$ cat config.mk
export PLATFORM = sky130hd
export DESIGN_NAME = bus_width_adapter
export DESIGN_NICKNAME = d
export VERILOG_FILES = /design/src/rtl/bus_width_adapter.sv
export SDC_FILE = /design/constraint.sdc
export NUM_CORES = 1
export LEC_CHECK = 0
export ABC_AREA = 0
export BUFFER_PORTS_ARGS = -buffer_cell sky130_fd_sc_hd__buf_2
export CORE_UTILIZATION = 30
export DETAILED_ROUTE_END_ITERATION = 8
export GPL_ROUTABILITY_DRIVEN = 0
export SLEW_MARGIN = 25
export SYNTH_ARGS = -nofsm -noshare
export SYNTH_HDL_FRONTEND = slang
export SYNTH_SLANG_ARGS = --single-unit
$ cat constraint.sdc
create_clock -name clk -period 12.18 [get_ports clk]
set_clock_uncertainty 0.1 [all_clocks]
set_input_delay 2.436 -clock clk [delete_from_list [all_inputs] [get_ports clk]]
set_output_delay 2.436 -clock clk [all_outputs]
set_load 0.02 [all_outputs]
$ cat src/rtl/bus_width_adapter.sv
module bus_width_adapter #(
  parameter int LANE_W = 9,
  parameter int LANES  = 4,
  localparam int WORD_W = LANE_W * LANES,
  localparam int IDX_W  = $clog2(LANES)
) (
  input  logic              clk,
  input  logic              mst_rst,
  input  logic              prt_rst,
  input  logic [1:0]        cfg_in_width,
  input  logic [1:0]        cfg_out_width,
  input  logic              cfg_order,
  input  logic [WORD_W-1:0] in_data,
  input  logic              in_valid,
  output logic [WORD_W-1:0] st_wr_data,
  output logic              st_wr_en,
  input  logic [WORD_W-1:0] st_rd_data,
  input  logic              st_rd_avail,
  output logic              st_rd_take,
  input  logic              out_ready,
  output logic [WORD_W-1:0] out_data,
  output logic              out_valid
);

  function automatic int lanes_of(input logic [1:0] code);
    case (code)
      2'b01:   return LANES / 2;
      2'b10:   return LANES / 4;
      default: return LANES;
    endcase
  endfunction

  function automatic logic [WORD_W-1:0] seg_mask(input int nl);
    if (nl >= LANES) return '1;
    return (WORD_W'(1) << (nl * LANE_W)) - WORD_W'(1);
  endfunction

  function automatic int seg_shift(input int nl, input int k, input logic le);
    int segs;
    segs = LANES / nl;
    return (le ? k : segs - 1 - k) * nl * LANE_W;
  endfunction

  logic [1:0]        cfg_wr_q, cfg_rd_q;
  logic              order_q;
  logic [WORD_W-1:0] asm_q, hold_q, wr_out_q;
  logic [IDX_W-1:0]  wr_idx, rd_idx;
  logic              wr_en_q;

  int                wr_nl, rd_nl, wr_segs, rd_segs;
  logic              wr_last, rd_last, need_fetch, rd_adv;
  logic [WORD_W-1:0] wr_merged, rd_src, rd_slot;

  assign wr_nl   = lanes_of(cfg_wr_q);
  assign rd_nl   = lanes_of(cfg_rd_q);
  assign wr_segs = LANES / wr_nl;
  assign rd_segs = LANES / rd_nl;

  assign wr_last   = int'(wr_idx) == wr_segs - 1;
  assign wr_merged = asm_q | ((in_data & seg_mask(wr_nl)) << seg_shift(wr_nl, int'(wr_idx), order_q));

  assign need_fetch = rd_idx == '0;
  assign rd_last    = int'(rd_idx) == rd_segs - 1;
  assign st_rd_take = out_ready && need_fetch && st_rd_avail;
  assign rd_adv     = out_ready && (!need_fetch || st_rd_avail);
  assign rd_src     = need_fetch ? st_rd_data : hold_q;
  assign rd_slot    = (rd_src >> seg_shift(rd_nl, int'(rd_idx), order_q)) & seg_mask(rd_nl);

  assign st_wr_data = wr_out_q;
  assign st_wr_en   = wr_en_q;

  always_ff @(posedge clk) begin
    if (mst_rst) begin
      cfg_wr_q <= cfg_in_width;
      cfg_rd_q <= cfg_out_width;
      order_q  <= cfg_order;
    end
  end

  always_ff @(posedge clk) begin
    if (mst_rst || prt_rst) begin
      asm_q    <= '0;
      wr_idx   <= '0;
      wr_out_q <= '0;
      wr_en_q  <= 1'b0;
    end else begin
      wr_en_q <= in_valid && wr_last;
      if (in_valid) begin
        if (wr_last) begin
          wr_out_q <= wr_merged;
          asm_q    <= '0;
          wr_idx   <= '0;
        end else begin
          asm_q  <= wr_merged;
          wr_idx <= wr_idx + IDX_W'(1);
        end
      end
    end
  end

  always_ff @(posedge clk) begin
    if (mst_rst || prt_rst) begin
      hold_q    <= '0;
      rd_idx    <= '0;
      out_data  <= '0;
      out_valid <= 1'b0;
    end else begin
      out_valid <= rd_adv;
      if (rd_adv) begin
        out_data <= rd_slot;
        if (st_rd_take) hold_q <= st_rd_data;
        rd_idx <= rd_last ? '0 : rd_idx + IDX_W'(1);
      end
    end
  end

endmodule


# Word level (Yosys, flattened, before mapping)
# Cells that the tools add are included.
dict set report totals {
  ff_bits 155
  inputBits 83
}
dict set report classes {
  add_sub_neg 8
  multipliers 6
  n_div 2
  order_cmp 2
  eq_ne 6
  n_shift 4
  muxes 14
  bitwise 3
  n_reduce_logical 10
}
# cell count
set ops {}
lappend ops {{$mux 36} 6}
lappend ops {{$mul 32x5->32 const B} 4}
lappend ops {{$and 36x36->36} 2}
lappend ops {{$shl 1x32->36 const A} 2}
lappend ops {{$sub 36x2->36 const B} 2}
lappend ops {{$div 4x32->32 const A} 2}
lappend ops {{$eq 3x32->1} 2}
lappend ops {{$ge 32x4->1 const B} 2}
lappend ops {{$mul 32x32->32} 2}
lappend ops {{$mux 32} 2}
lappend ops {{$sub 32x2->32 const B} 2}
lappend ops {{$sub 32x3->32} 2}
lappend ops {{$or 36x36->36} 1}
lappend ops {{$shl 36x32->36} 1}
lappend ops {{$shr 36x32->36} 1}
lappend ops {{$pmux 3 s2} 2}
lappend ops {{$add 2x1->2 const B} 2}
lappend ops {{$eq 2x1->1 const B} 2}
lappend ops {{$eq 2x2->1 const B} 2}
lappend ops {{$logic_and 1x1->1} 4}
lappend ops {{$mux 2} 2}
lappend ops {{$reduce_and 2->1} 2}
lappend ops {{$logic_not 2->1} 1}
lappend ops {{$logic_or 1x1->1} 2}
lappend ops {{other kinds (2)} 3}

# Depth between registers and ports, before layout
# Gate-level depths: netlist of run 1.
dict set report depth {
  ltp_word 11
  ltp_mapped 40
  depth_no_buf 36
}

# Least setup slack after synthesis of run 1
# OpenSTA, ideal clock, no wires.
dict set report synth_path {
  kind {register -> register}
  from {reg cfg_wr_q[0]}
  to {reg asm_q[6]}
  t_arrival_ns 8.919
  slack_ns 3.078
  path_stages_with_launch 37
  period_less_slack_ns 9.102
  cell_sequence {edfxtp_1 > inv_1 > ha_1 > clkbuf_1 > clkinv_1 > fa_1 > a21oi_1 > nor3_1 > ha_1 > inv_1 > fa_1 > inv_1 > ha_1 > a211o_1 > a31oi_1 > nor3_1 > o41ai_1 > nand2_1 > a21o_1 > a21oi_1 > xnor2_1 > ha_1 > ha_1 > buf_6 > nor4b_4 > a211oi_2 > nand4_1 > or4b_1 > or4_1 > a2111oi_2 > nand4_1 > nor4_2 > nand4_2 > or4_1 > buf_6 > buf_12 > o31ai_4}
}
dict set report synth_via {
  elab_chain_cells 11
  elab_cells_between_ends 20
  cone_classes {3 x add/sub; 3 x mul; 1 x div; 1 x order compare; 3 x eq/ne; 2 x shift; 5 x mux; 2 x bitwise}
}
# item line_no
set synth_lines {}
lappend synth_lines {{start: declaration} 44} ;# logic [1:0] cfg_wr_q, cfg_rd_q;
lappend synth_lines {{start signal: assignment} 74} ;# cfg_wr_q <= cfg_in_width;
lappend synth_lines {{$eq 2x2->1 / $eq 2x1->1 (equally long branches)} 26} ;# case (code)
lappend synth_lines {{$pmux 3 s2 *} 26}
lappend synth_lines {{$div 4x32->32} {40, 56}}
lappend synth_lines {{$sub 32x2->32} {41, 59}}
lappend synth_lines {{$sub 32x3->32} 41} ;# return (le ? k : segs - 1 - k) * nl * LANE_W;
lappend synth_lines {{$mux 32} 41}
lappend synth_lines {{$mul 32x32->32} 41}
lappend synth_lines {{$mul 32x5->32} 41}
lappend synth_lines {{$shl 36x32->36} 60} ;# assign wr_merged = asm_q | ((in_data & seg_mask(wr_nl)) << seg_shift(wr_nl, int'(wr_idx), order_q));
lappend synth_lines {{$or 36x36->36} 60}
lappend synth_lines {{$mux 36 *} 89} ;# if (wr_last) begin
lappend synth_lines {{end signal: assignment} 94} ;# asm_q <= wr_merged;
lappend synth_lines {{end: declaration} 46} ;# logic [WORD_W-1:0] asm_q, hold_q, wr_out_q;
# Mark *: on every way between the ends. The rest lies on a longest branch, timed or not.
# A chain may end at the register's enable or synchronous reset.

# Worst setup path in the final report of run 1
dict set report layout_path {
  from {reg cfg_wr_q[0]}
  to {reg asm_q[5]}
}
# The elaborated chain is that of the path after synthesis.

==> results of run 1 <==
## worst max path at each step
stage,startpoint,endpoint,slack [ns],cells past startpoint
floorplan,cfg_wr_q[0],asm_q[6],3.08,36
global placement,cfg_wr_q[0],asm_q[6],1.82,35
detailed placement,cfg_wr_q[0],asm_q[5],1.64,34
CTS,cfg_wr_q[0],asm_q[5],1.60,34
global route,cfg_wr_q[0],asm_q[4],0.73,35
finish,cfg_wr_q[0],asm_q[5],1.51,34
## area by class of cell
class,count,area share
multi-input cells,2072,0.705
diodes,3,0.000336
repair buffers,185,0.0445
inverters,208,0.0349
well taps,864,0.0484
clock inverters,12,0.00453
clock buffers,20,0.0209
flip-flops and latches,155,0.141
## synthesized netlist by cell type (21+ instances only)
cell,number,share of area
and3_1,55,0.017
inv_1,205,0.038
a21oi_1,207,0.051
and2_1,50,0.015
buf_1,21,0.0039
nand3_1,40,0.0099
fa_1,62,0.061
a211oi_1,27,0.010
o21ai_0,135,0.033
nand2_1,291,0.054
nor3_1,39,0.0096
dfxtp_1,150,0.15
nand2b_1,23,0.0071
nor2_1,211,0.039
nand4_1,23,0.0071
xnor2_1,63,0.027
mux4_2,44,0.049
mux2i_1,112,0.055
or4_1,29,0.011
clkbuf_1,121,0.022
ha_1,243,0.15
a31oi_1,33,0.010
a21o_1,44,0.016
or3_1,25,0.0077
## registers in the layout (all words and copies together) (netlist names)
register    cells
st_wr_en        1
out_valid       1
cfg_wr_q        2
st_wr_data     36
out_data       36
wr_idx          2
cfg_rd_q        2
rd_idx          2
hold_q         36
order_q         1
asm_q          36
## where the power goes
group	leakage, uW	total, uW	internal, uW	switching [uW]
logic	0.00936	1000	345	658
clock network	0.000287	525	284	242
registers	0.00126	527	519	7.52
total	0.0109	2060	1150	908
## worst reg2reg max path, delay by kind of cell, from the launching register on
family                   cells  cell delay [ns]
flip-flops                   1             0.39
adder cells (fa/ha/maj)      7             2.91
XOR/XNOR                     1             0.19
AO/OA/AOI/OAI                9             2.54
buffers and inverters        6             1.12
AND/OR/NAND/NOR             11             3.35
## routing by layer
layer,vias to the layer above,wire [um],GRT usage,share of wire
met5,-,24,0,0.00039
met4,4,1300,0.0445,0.021
met3,75,3670,0.0224,0.059
met2,671,27100,0.271,0.44
met1,9142,29800,0.264,0.48
li1,9420,-,-,-
## per-stage QoR
step | utilization | instance area (um2) | hold slack [ns] | setup WS (ns) | power [uW]
3_5_place_dp | 0.328 | 21800 | 0.340 | 1.64 | 1520
6_report | 0.337 | 22400 | 0.349 | 1.51 | 2060
3_3_place_gp | 0.328 | 21800 | 0.334 | 1.82 | 1520
5_1_grt | 0.337 | 22400 | 0.379 | 0.725 | 2180
4_1_cts | 0.337 | 22300 | 0.352 | 1.60 | 2050
2_1_floorplan | - | 20300 | 0.317 | 3.08 | 1250
## cells by family (layout without fill, tap and decap cells)
family                   after synthesis  in the layout
AND/OR/NAND/NOR                      843            843
adder cells (fa/ha/maj)              305            305
XOR/XNOR                              85             85
buffers and inverters                360            425
other                                  0              3
AO/OA/AOI/OAI                        666            666
multiplexers                         173            173
flip-flops                           155            155
==> metrics.json, run 1 <==
{
  "fraction_of_layout_instances_using_a_drive_strength_above_1": 0.121,
  "compound_gate_portion_of_the_synthesized_area": 0.213,
  "viasPerCell": 5.49,
  "yosys_warnings": 0,
  "worstSetupStartpointType": "flip-flop",
  "cellLeakagePower_uw": 0.0109,
  "maxCapViolCount": 0,
  "synth-async-reset-ratio": 0,
  "post_route_setup_tns_ns": 0,
  "power-per-cell-area_nw_per_um2": 92.0,
  "floorplan.die.width_um": 262,
  "portBuffers": 157,
  "register_area_um2": 3150,
  "globalRoute.totalOverflow": 0,
  "hold_viol_final": 0,
  "vdd_ir_drop_max_mv": 0.106,
  "grt_start_max_net_pins": 65,
  "dr_total_vias": 19300,
  "post_cts_hold_buffer_count": 0,
  "mux_share_of_post_synthesis_cell_area": 0.114,
  "ff2ff_path_depth": 34,
  "worst_ep_arrival_time_ns": 10.93,
  "synthXorXnorAreaFrac": 0.0380,
  "drc": 0,
  "post_layout_cell_count": 3519,
  "post_synthesis_simple_gate_area_fraction": 0.199,
  "synth_edf_count": 5,
  "rsz0062_at_grt": "false",
  "worstSkewPairLatency_ns": 0.44,
  "areaGrowthSynthToFinish_pct": 10.2,
  "cts_buffer_count": 17,
  "synthDistinctLibCells": 89,
  "hold_class": "flip-flop to flip-flop",
  "synth_seq_area_share": 0.155,
  "timing.critical_path.to_type": "flip-flop",
  "hold_start": "out_data[35]",
  "worstSetupPathType": "flip-flop to flip-flop",
  "first_pass_iters": 8,
  "max_freq_ghz": 0.0937,
  "num_rows": 94,
  "crit_path_max_fanout": 31,
  "critical_path.reg2reg.startpoint": "cfg_wr_q[0]",
  "min_delay_worst_endpoint": "out_data[35]",
  "synth-main-ff-cell": "dfxtp_1",
  "core_area_um2": 66300,
  "starting_density_of_the_core": 0.306,
  "grt_pass1_wl_mm": 99.8,
  "drtAntennaViolNets": 0,
  "final_common_cell": "nand2_1",
  "number_of_endpoints_failing_setup_at_the_final_stage": 0,
  "r2r_setup_slack_ns": 1.51,
  "die_height_um": 262,
  "total_wire_length_after_detailed_routing_mm": 61.9,
  "main_combinational_cell_family_by_area_after_synthesis": "compound AO/OA/AOI/OAI gates",
  "post_cts.resized_instances": 0,
  "min_path_cells": 2,
  "crit-reg2reg-capture": "asm_q[5]",
  "worst_slew_pin_slew_ns": 0.960,
  "synthesis.instances": 2587,
  "grt_antenna_before_repair": 6,
  "post-cts-setup-buffers": 0,
  "syn-cell-area_um2": 20300,
  "num-fill-cells": 7129,
  "critical-path-slowest-cell": "or4_1",
  "timing.final.crit_share": 0.876,
  "cts-root-to-sink-buffers": 2,
  "final_max_slew_violation_count": 0,
  "postSynthRegisterBits": 155,
  "cp_slowest_stage_delay_ns": 0.66,
  "slew_headroom": 0.352,
  "syn_area_per_cell_um2": 7.84,
  "clock-root-buffer": "clkbuf_16",
  "run_status": "finished clean",
  "cts_sinks": 155,
  "place_inst": 3484,
  "cts-htree-levels": 4,
  "post_cts_clock_slew_at_the_launch_and_capture_registers_of_the_worst_setup_and_hold_paths_ns": 0.07,
  "multi_input_area_um2": 15800,
  "grtUsageTotal": 0.178,
  "dieArea_um2": 68700,
  "worst_ep_required_time_ns": 12.43,
  "postSynthNetCount": 2975,
  "ios": 158,
  "synth-adder-area-share": 0.211,
  "critPathMostFrequentCell": "ha_1",
  "design.final.nets": 3027,
  "drt-initial-drc-count": 1555,
  "dp.final_hpwl_mm": 48.3,
  "wl_per_cell_um": 17.6,
  "tritoncts_clock_tree": "yes",
  "post-route-min-period_ns": 10.67,
  "highest_count_cells_in_the_layout_ignoring_fill_and_taps": "291 x nand2_1, 240 x ha_1, 209 x nor2_1",
  "worst_path_dominant_cell_family": "simple AND/OR/NAND/NOR gates",
  "grt_pass1_vias": 18100,
  "cp_num_buf_inv": 6
}
(Power assumes the default switching activity.)
==> inputs of run 2 (changes only) <==
- ABC_AREA: 0 -> 1
==> run 2 against run 1 <==
Global-route usage rose by 0.26 points. Sequential power grew 2%. Cell area grew 7.4%. Highest routed layer unchanged. Largest cell class unchanged. Via count increased by 21%. Largest power group unchanged. Hold slack worse by 0.0022 ns. Non-clock buffer count shrank 3. Synthesized cell count grew 44%. Flip-flop and latch count stayed put. Sequential share of layout area is 0.97 points lower. Maximum frequency grew 5.3%.
==> metrics.json, run 2 <==
{
  "run_status": "finished clean",
  "worstSetupStartpointType": "flip-flop",
  "combinationalPowerShare": 0.545,
  "post-cts-setup-buffers": 0,
  "post-route-min-period_ns": 10.13,
  "crit-reg2reg-capture": "st_wr_data[32]",
  "seq_power_share": 0.230,
  "pre_cts_ws_ns": 1.82,
  "first_pass_iters": 6,
  "grt_antenna_before_repair": 4,
  "post_cts_clock_slew_at_the_launch_and_capture_registers_of_the_worst_setup_and_hold_paths_ns": 0.06,
  "final_common_cell": "nand2_1",
  "synth-main-ff-cell": "dfxtp_1",
  "power.share.switching": 0.482,
  "ios": 158,
  "portBuffers": 157,
  "max_freq_ghz": 0.0987,
  "ff2ff_path_depth": 43,
  "worstSkewPairLatency_ns": 0.43,
  "synth_top_cells_by_area": "nand2_1 22%, ha_1 14%, dfxtp_1 14%",
  "register_area_um2": 3150,
  "yosys_warnings": 0,
  "postSynthNetCount": 4106,
  "dp.final_hpwl_mm": 54.8,
  "dr_total_vias": 23500,
  "slew_headroom": 0.320,
  "dieArea_um2": 73900,
  "r2r_setup_slack_ns": 2.05,
  "hold_viol_final": 0,
  "final_worst_setup_slack_ns": 2.05,
  "drt-initial-drc-count": 1823,
  "synth_edf_count": 5,
  "clock-root-buffer": "clkbuf_16",
  "cts-root-to-sink-buffers": 2,
  "synth-async-reset-ratio": 0,
  "synth_seq_area_share": 0.144,
  "timing.final.crit_share": 0.832,
  "rsz0062_at_grt": "false",
  "num_rows": 98,
  "worst_ep_required_time_ns": 12.46,
  "grtUsageTotal": 0.181,
  "starting_density_of_the_core": 0.305,
  "clk_network_pwr_share": 0.226,
  "worstSetupEndpoint": "st_wr_data[32]",
  "critical_path.reg2reg.startpoint": "cfg_wr_q[0]",
  "worstSetupStartpoint": "cfg_wr_q[0]",
  "synthDistinctLibCells": 56,
  "maxCapViolCount": 0,
  "cts-htree-levels": 4,
  "hold_class": "flip-flop to flip-flop",
  "cp_slowest_stage_delay_ns": 0.75,
  "floorplan.die.width_um": 272,
  "post_cts.resized_instances": 0,
  "critical-path-slowest-cell": "clkinv_1",
  "areaGrowthSynthToFinish_pct": 9.84,
  "critPathMostFrequentCell": "nand2_1",
  "total_wire_length_after_detailed_routing_mm": 68.3,
  "postSynthRegisterBits": 155,
  "design.final.nets": 4158,
  "fraction_of_layout_instances_using_a_drive_strength_above_1": 0.0709,
  "cellInternalPower_uw": 1220,
  "wl_per_cell_um": 14.4,
  "synthesis.instances": 3718,
  "worst_ep_arrival_time_ns": 10.42,
  "tritoncts_clock_tree": "yes",
  "grt_start_max_net_pins": 73,
  "vdd_ir_drop_max_mv": 0.0992,
  "worstSetupPathType": "flip-flop to flip-flop",
  "die_height_um": 272,
  "core_area_um2": 71700,
  "num-fill-cells": 8028,
  "synth.largest_area_cell": "nand2_1",
  "post_cts_hold_buffer_count": 0,
  "grt_pass1_vias": 21700,
  "synth_common_cells": "1,271 x nand2_1, 478 x inv_1, 302 x nor2_1, 243 x ha_1, 233 x nand3_1",
  "grt_pass1_wl_mm": 111,
  "crit_path_max_fanout": 26,
  "drc": 0,
  "most_numerous_cell_in_the_yosys_netlist": "nand2_1",
  "synth_top_cell_area_share": 0.218,
  "drtAntennaViolNets": 0,
  "cts_sinks": 155,
  "multi_input_area_um2": 16300,
  "net-switching-power_uw": 1130,
  "highest_count_cells_in_the_layout_ignoring_fill_and_taps": "1,271 x nand2_1, 476 x inv_1, 297 x nor2_1",
  "final_max_slew_violation_count": 0,
  "post_route_setup_tns_ns": 0,
  "cellLeakagePower_uw": 0.0133,
  "globalRoute.totalOverflow": 0,
  "viasPerCell": 4.95,
  "cts_buffer_count": 17,
  "power-per-cell-area_nw_per_um2": 97.9,
  "syn-cell-area_um2": 21900,
  "timing.critical_path.to_type": "flip-flop",
  "number_of_endpoints_failing_setup_at_the_final_stage": 0,
  "syn_area_per_cell_um2": 5.88,
  "worst_slew_pin_slew_ns": 1.02
}
[run 2: cell count changes after synthesis, moves of 32 or more]
| cell | previous run | this run |
|---|---|---|
| xnor2_1 | 63 | 31 |
| mux4_2 | 44 | 0 |
| nor2_1 | 211 | 302 |
| o21ai_0 | 135 | 201 |
| nand2_1 | 291 | 1271 |
| mux2i_1 | 112 | 1 |
| inv_1 | 205 | 478 |
| nand3_1 | 40 | 233 |
| and2_1 | 50 | 1 |
| a21o_1 | 44 | 8 |
| and3_1 | 55 | 3 |
| nand4_1 | 23 | 95 |
[run 2: kinds of logic (layout without fill, tap and decap cells)]
group	Yosys count	in the layout	synth area share
fa+ha+maj	305	305	0.196
flops	155	155	0.144
compound gates	548	548	0.135
other cells	0	3	0
xor+xnor	71	71	0.0284
simple gates	1993	1993	0.383
buf+inv	645	709	0.114
mux	1	1	0.000458
[run 2: layout make-up]
type	instances	area share
Sequential cell	155	0.131
Inverter	496	0.0775
Tap cell	950	0.0495
Clock buffer	21	0.0188
Clock inverter	10	0.00490
Timing Repair Buffer	182	0.0407
Antenna cell	3	0.000313
Multi-Input combinational cell	2918	0.677
[run 2: worst min-delay path by stage]
stage	startpoint	endpoint	slack (ns)	cells past startpoint
floorplan	hold_q[0]	hold_q[0]	0.32	2
global placement	hold_q[11]	hold_q[11]	0.33	2
detailed placement	hold_q[3]	hold_q[3]	0.34	2
CTS	hold_q[28]	hold_q[28]	0.35	2
global route	hold_q[23]	hold_q[23]	0.36	2
finish	hold_q[16]	hold_q[16]	0.35	2
[run 2: per-layer routing]
layer  up-vias  GRT usage  share of wire
li1      12000          -              -
met1     10600      0.243           0.47
met2       691      0.294           0.44
met3       147     0.0246          0.052
met4         2     0.0653          0.035
met5         -          0        0.00019
[run 2: power by group through the flow]
stage / Sequential (uW) / Clock (uW) / Combinational [uW]
2_1_floorplan: 557 / 0 / 921
3_3_place_gp: 551 / 0 / 1260
3_5_place_dp: 552 / 0 / 1260
4_1_cts: 541 / 540 / 1260
5_1_grt: 543 / 560 / 1440
6_report: 540 / 531 / 1280
[run 2: worst max-delay path, delay by kind of cell, from the launching register on]
family                     cells  cell delay, ns
AOI/OAI and AO/OA              8            2.12
xor gates and xnor gates       1            0.30
adders and majority gates      7            2.96
buffers and inverters          5            1.03
DFF                            1            0.39
and+or+nand+nor               22            3.18
[run 2: stage by stage]
step	area [um2]	cells	util	power (uW)	hold WS, ns
CTS	24000	4731	0.334	2340	0.348
floorplan	21900	3718	-	1480	0.324
finish	24000	4735	0.335	2350	0.347
global route	24000	4735	0.335	2540	0.362
global placement	23400	4700	0.326	1810	0.334
detailed placement	23400	4700	0.326	1810	0.338
